### src/rtl/tsq_pkg.sv
package tsq_pkg;
  localparam int TEMP_W  = 12;
  localparam int CFG_W   = 8;
  localparam int SD_BIT  = 0;
  localparam int RES_LO  = 1;
  localparam int OS_BIT  = 7;
  localparam int MAX_DROP = 3;

  typedef logic [1:0] res_t;

  // number of low result bits cleared for a resolution code
  function automatic logic [1:0] drop_of(input res_t r);
    return 2'(MAX_DROP) - r;
  endfunction
endpackage

### src/rtl/tsq_cfg_reg.sv
module tsq_cfg_reg
  import tsq_pkg::*;
#(
  parameter int W = CFG_W
) (
  input  logic         clk,
  input  logic         rst,
  input  logic         wr,
  input  logic [W-1:0] wdata,
  output logic [W-1:0] cfg_q,
  output logic         os_req
);
  always_ff @(posedge clk) begin
    if (rst) begin
      cfg_q <= '0;
    end else if (wr) begin
      cfg_q         <= wdata;
      cfg_q[OS_BIT] <= 1'b0;
    end
  end

  // one-shot is an action, not stored state
  assign os_req = wr & wdata[OS_BIT];
endmodule

### src/rtl/tsq_conv_timer.sv
module tsq_conv_timer
  import tsq_pkg::*;
#(
  parameter int C9  = 24,
  parameter int C10 = 48,
  parameter int C11 = 96,
  parameter int C12 = 192
) (
  input  logic clk,
  input  logic rst,
  input  logic start,
  input  res_t res_in,
  output res_t res_q,
  output logic last
);
  localparam int CMAX = (C12 > C11 ? (C12 > C10 ? (C12 > C9 ? C12 : C9) : C10) : C11);
  localparam int CW   = $clog2(CMAX + 1);

  function automatic int per_of(input int code);
    case (code)
      0:       return C9;
      1:       return C10;
      2:       return C11;
      default: return C12;
    endcase
  endfunction

  logic [CW-1:0] lim [4];
  logic [CW-1:0] cnt;

  for (genvar gi = 0; gi < 4; gi++) begin : g_lim
    assign lim[gi] = CW'(per_of(gi) - 1);
  end

  always_ff @(posedge clk) begin
    if (rst) begin
      cnt   <= '0;
      res_q <= '0;
    end else if (start) begin
      cnt   <= '0;
      res_q <= res_in;
    end else if (cnt != lim[res_q]) begin
      cnt <= cnt + 1'b1;
    end
  end

  assign last = (cnt == lim[res_q]);
endmodule

### src/rtl/tsq_result_reg.sv
module tsq_result_reg
  import tsq_pkg::*;
#(
  parameter int W = TEMP_W
) (
  input  logic         clk,
  input  logic         rst,
  input  logic         cap,
  input  logic [W-1:0] sample,
  input  logic         publish,
  input  res_t         res,
  output logic [W-1:0] temp_q,
  output logic         stb
);
  logic [W-1:0] hold;
  logic [W-1:0] src;
  logic [W-1:0] keep;
  logic [1:0]   drop;

  assign drop = drop_of(res);
  assign src  = cap ? sample : hold;

  for (genvar bi = 0; bi < W; bi++) begin : g_keep
    if (bi >= MAX_DROP) begin : g_fixed
      assign keep[bi] = 1'b1;
    end else begin : g_sel
      assign keep[bi] = (2'(bi) >= drop);
    end
  end

  always_ff @(posedge clk) begin
    if (rst) begin
      hold   <= '0;
      temp_q <= '0;
      stb    <= 1'b0;
    end else begin
      stb <= publish;
      if (cap)     hold   <= sample;
      if (publish) temp_q <= src & keep;
    end
  end
endmodule

### src/rtl/tsq_seq.sv
module tsq_seq
  import tsq_pkg::*;
#(
  parameter int TW          = TEMP_W,
  parameter int CW8         = CFG_W,
  parameter int CONV_CYC_9  = 24,
  parameter int CONV_CYC_10 = 48,
  parameter int CONV_CYC_11 = 96,
  parameter int CONV_CYC_12 = 192
) (
  input  logic           clk,
  input  logic           rst,
  input  logic           cfg_wr,
  input  logic [CW8-1:0] cfg_wdata,
  output logic [CW8-1:0] cfg_rdata,
  output logic           adc_req,
  input  logic           adc_done,
  input  logic [TW-1:0]  adc_sample,
  output logic [TW-1:0]  temp_q,
  output logic           busy,
  output logic           result_stb
);
  logic [CW8-1:0] cfg_q;
  logic           os_req;
  logic           sd;
  res_t           res_cfg;
  res_t           res_run;
  logic           last;
  logic           got_done;
  logic           cap;
  logic           finish;
  logic           start_now;

  tsq_cfg_reg #(.W(CW8)) u_cfg (
    .clk    (clk),
    .rst    (rst),
    .wr     (cfg_wr),
    .wdata  (cfg_wdata),
    .cfg_q  (cfg_q),
    .os_req (os_req)
  );

  assign sd        = cfg_q[SD_BIT];
  assign res_cfg   = cfg_q[RES_LO +: 2];
  assign cfg_rdata = cfg_q;

  tsq_conv_timer #(
    .C9  (CONV_CYC_9),
    .C10 (CONV_CYC_10),
    .C11 (CONV_CYC_11),
    .C12 (CONV_CYC_12)
  ) u_tmr (
    .clk    (clk),
    .rst    (rst),
    .start  (start_now),
    .res_in (res_cfg),
    .res_q  (res_run),
    .last   (last)
  );

  assign cap    = busy & adc_done;
  assign finish = busy & last & (got_done | adc_done);

  // idle: continuous mode or a one-shot while shut down; busy: chain only if not shut down
  assign start_now = busy ? (finish & ~sd) : (~sd | os_req);

  always_ff @(posedge clk) begin
    if (rst) begin
      busy     <= 1'b0;
      adc_req  <= 1'b0;
      got_done <= 1'b0;
    end else begin
      adc_req <= start_now;
      if (start_now)   busy <= 1'b1;
      else if (finish) busy <= 1'b0;
      if (start_now)   got_done <= 1'b0;
      else if (cap)    got_done <= 1'b1;
    end
  end

  tsq_result_reg #(.W(TW)) u_res (
    .clk     (clk),
    .rst     (rst),
    .cap     (cap),
    .sample  (adc_sample),
    .publish (finish),
    .res     (res_run),
    .temp_q  (temp_q),
    .stb     (result_stb)
  );
endmodule

### config.mk
export PLATFORM = sky130hd
export DESIGN_NAME = tsq_seq
export DESIGN_NICKNAME = d
export VERILOG_FILES = /design/src/rtl/tsq_pkg.sv /design/src/rtl/tsq_cfg_reg.sv /design/src/rtl/tsq_conv_timer.sv /design/src/rtl/tsq_result_reg.sv /design/src/rtl/tsq_seq.sv
export SDC_FILE = /design/constraint.sdc
export NUM_CORES = 1
export LEC_CHECK = 0
export BUFFER_PORTS_ARGS = -buffer_cell sky130_fd_sc_hd__buf_2
export CAP_MARGIN = 10
export CELL_PAD_IN_SITES_DETAIL_PLACEMENT = 0
export CELL_PAD_IN_SITES_GLOBAL_PLACEMENT = 1
export CORE_ASPECT_RATIO = 1.1
export CORE_MARGIN = 5
export CORE_UTILIZATION = 38
export CTS_CLUSTER_SIZE = 20
export DETAILED_ROUTE_END_ITERATION = 12
export PLACE_DENSITY_LB_ADDON = 0.15
export SLEW_MARGIN = 0
export SYNTH_ARGS = -nofsm -noshare
export SYNTH_HDL_FRONTEND = slang
export SYNTH_SLANG_ARGS = --single-unit
### constraint.sdc
create_clock -name clk -period 2.5 [get_ports clk]
set_input_delay 0.375 -clock clk [delete_from_list [all_inputs] [get_ports clk]]
set_output_delay 0.375 -clock clk [all_outputs]
set_load 0.005 [all_outputs]
==> flow_metrics.tcl <==
set metrics [dict create \
    status "finished clean" \
    ys_types 35 \
    diodes 0 \
    tightest_slew_ns 0.715 \
    worstHoldPathType "in -> reg" \
    reg2reg_to "u_tmr.cnt[1]$_SDFFE_PP0P_" \
    routed_wirelength_um 4240 \
    hold_start "cfg_wdata[3]" \
    end_kind "flop" \
    grt_pass1_wl_um 7380 \
    finalMaxSlewViolations 0 \
    io_buffers 45 \
    clk_pin_slew_worst_paths_ns 0.08 \
    syn_area_um2 1870 \
    reg2reg_slack_ns 0.39 \
    crit_type "reg -> reg" \
    cts_buffer_depth 2 \
    areaGrowthSynthToFinish_pct 18.7 \
    synth_nets 235 \
    nets 274 \
    gp_congestion 0.736 \
    finalHoldViolCount 0 \
    start_util_pct 39.7 \
    yosysWarnings 0 \
    power_density_nw_per_um2 640 \
    chipWidth_um 76.9 \
    cts_tree "built" \
    dpl_cell_area_um2 2100 \
    num_rows 26 \
    clock_skew_ns 0.00976 \
    finalSetupViolCount 0 \
    reg2reg_from "u_tmr.res_q[1]$_SDFFE_PP0P_" \
    antenna_found_initial 0 \
    async_flop_share_pct 0 \
    root_buffer "clkbuf_8" \
    yosysSeqAreaShare_pct 48.2 \
    setup_ws_ns 0.395 \
    final_util_pct 47.1 \
    syn-instance-count 210 \
    ys.flop_type "dfxtp_1" \
    hold_depth 3 \
    synth_edf_count 0 \
    final.min_clock_period_ns 2.11 \
    insertion_delay_ns 0.29 \
    ir_drop_v 0.000303 \
    routedWlPerCell_um 13.9 \
    grt_overflow 0 \
    die_h_um 83.6 \
    critPathMaxFanout 14 \
    htree_levels 2 \
    cp_data_required_time_ns 2.67 \
    clock-sinks 45 \
    drive_gt1_share_pct 24.8 \
    holdPathEnd "u_cfg.cfg_q[3]$_SDFFE_PP0P_" \
    finalSetupTns_ns 0 \
    instances_no_fill 306 \
    syn-mean-instance-area_um2 8.91 \
    rsz0062_at_grt "no" \
    grt_pass1_vias 1582 \
    dpl.hpwl_um 2980 \
    ctsHoldBuffers 0 \
    worstPathArrival_ns 2.28 \
    drt_iter0_drc 69 \
    cts_buffers 5 \
    fin_area_um2 2220 \
    reg2reg_depth 6 \
    grt_usage_pct 13.9 \
    slew_headroom_pct 52.2 \
    ant_nets 0 \
    synth-seq-cells 45 \
    vias 1569 \
    maxCapViolCount 0 \
    vias_per_cell 5.13 \
    worst_setup_path_start_kind "flop" \
    fill_cells 490 \
    dpl_worst_slack_ns 0.401 \
    leakage_nw 0.963 \
    ioPinCount 47 \
    drc 0 \
    dr.pass1.iters 4 \
    fmax_ghz 0.475 \
    core_um2 4720 \
    dieArea_um2 6430 \
    postCtsResizedCells 0 \
    postCtsSetupRepairBufs 0 \
    place_inst 298 \
    grt_max_degree 23 \
    min_period_over_period_pct 84.2 \
]
==> critical path, stage by stage, from the launching register on <==
cell and delay (ns):
dfxtp_1 0.43, or4b_1 0.53, nor3b_2 0.24, o21a_1 0.28
buf_4 0.25, mux2i_1 0.21, nor2_1 0.05
==> logic make-up (layout without fill, tap and decap cells) <==
logic type      count (synthesis)  after routing  share of synthesized area (%)
flops                          45             45                           48.2
mux                            10             10                           5.35
buf+inv                        17             57                           4.88
compound gates                 33             33                           11.5
xor+xnor                        5              5                           2.34
simple gates                   98             98                           26.9
other cells                     1              1                          0.200
fa+ha+maj                       1              1                          0.669
==> metrics by stage <==
step           hold slack [ns]  total power [mW]
5_1_grt                  0.318              1.48
2_1_floorplan            0.435             0.838
3_5_place_dp             0.455             0.881
3_3_place_gp             0.452             0.880
6_report                 0.314              1.42
4_1_cts                  0.306              1.44
==> cells in the mapped netlist, types with 2 or more instances <==
library cell,n,area (um2)
dfxtp_1,45,901
nand2_1,29,109
nand3_1,25,125
a21oi_1,18,90.1
nor2_1,16,60.1
nand3b_1,12,90.1
clkbuf_1,10,37.5
mux2i_1,10,100
nand2b_1,5,31.3
o21ai_0,5,25.0
buf_4,3,22.5
or3_1,3,18.8
xnor2_1,3,26.3
a211oi_1,2,15.0
buf_6,2,22.5
o21a_1,2,15.0
xor2_1,2,17.5
==> layout by cell type, fill, tap and decap left out, drive strengths merged, types with 2 or more instances in the layout <==
cell type and n:
nand3b 12, dfxtp 45, buf 49, mux2i 10, xor2 2, nand3 25, or3 3, nand2 29
xnor2 3, o21ai 6, a211oi 2, a21oi 19, nand2b 5, nor2 16, clkbuf 7, o21a 2
==> flip-flops by register name, indices dropped and copies added (netlist names) <==
register and count:
u_tmr.res_q 2, u_res.temp_q 12, u_cfg.cfg_q 7, adc_req 1, u_tmr.cnt 8, u_res.stb 1
busy 1, u_res.hold 12, got_done 1
==> area by class of cell <==
class	count	area, um2	share of cell area, %
clock inverter	1	30.0	1.35
tap	56	70.1	3.15
sequential	45	901	40.6
timing repair buffer	49	255	11.5
clock buffer	7	86.3	3.89
multi-input combinational	148	878	39.5
==> how the worst max path moves through the flow <==
| stage | start | endpoint | slack (ns) | cells past startpoint |
|---|---|---|---|---|
| floorplan | u_tmr.res_q[1]$_SDFFE_PP0P_ | u_tmr.cnt[3]$_SDFFE_PP0P_ | 0.69 | 8 |
| global placement | u_tmr.res_q[1]$_SDFFE_PP0P_ | u_tmr.cnt[1]$_SDFFE_PP0P_ | 0.46 | 6 |
| detailed placement | u_tmr.res_q[1]$_SDFFE_PP0P_ | u_tmr.cnt[1]$_SDFFE_PP0P_ | 0.40 | 6 |
| CTS | u_tmr.res_q[1]$_SDFFE_PP0P_ | u_tmr.cnt[1]$_SDFFE_PP0P_ | 0.38 | 6 |
| global route | u_tmr.res_q[1]$_SDFFE_PP0P_ | u_tmr.cnt[1]$_SDFFE_PP0P_ | 0.19 | 6 |
| finish | u_tmr.res_q[1]$_SDFFE_PP0P_ | u_tmr.cnt[1]$_SDFFE_PP0P_ | 0.39 | 6 |
==> routing by layer <==
layer  vias to the layer above  wire length [um]  track usage, %
met3                         4               206            2.92
met5                         -                 0               0
li1                        791                 -               -
met1                       736              2080            18.1
met2                        38              1920            22.3
met4                         0                39            5.25
==> power breakdown <==
part	internal, mW	total [mW]	switching [mW]
logic	0.0494	0.109	0.0596
registers	0.738	0.754	0.0156
clock network	0.326	0.558	0.232
total	1.11	1.42	0.307
No activity file was read; power rests on OpenSTA's default activity.
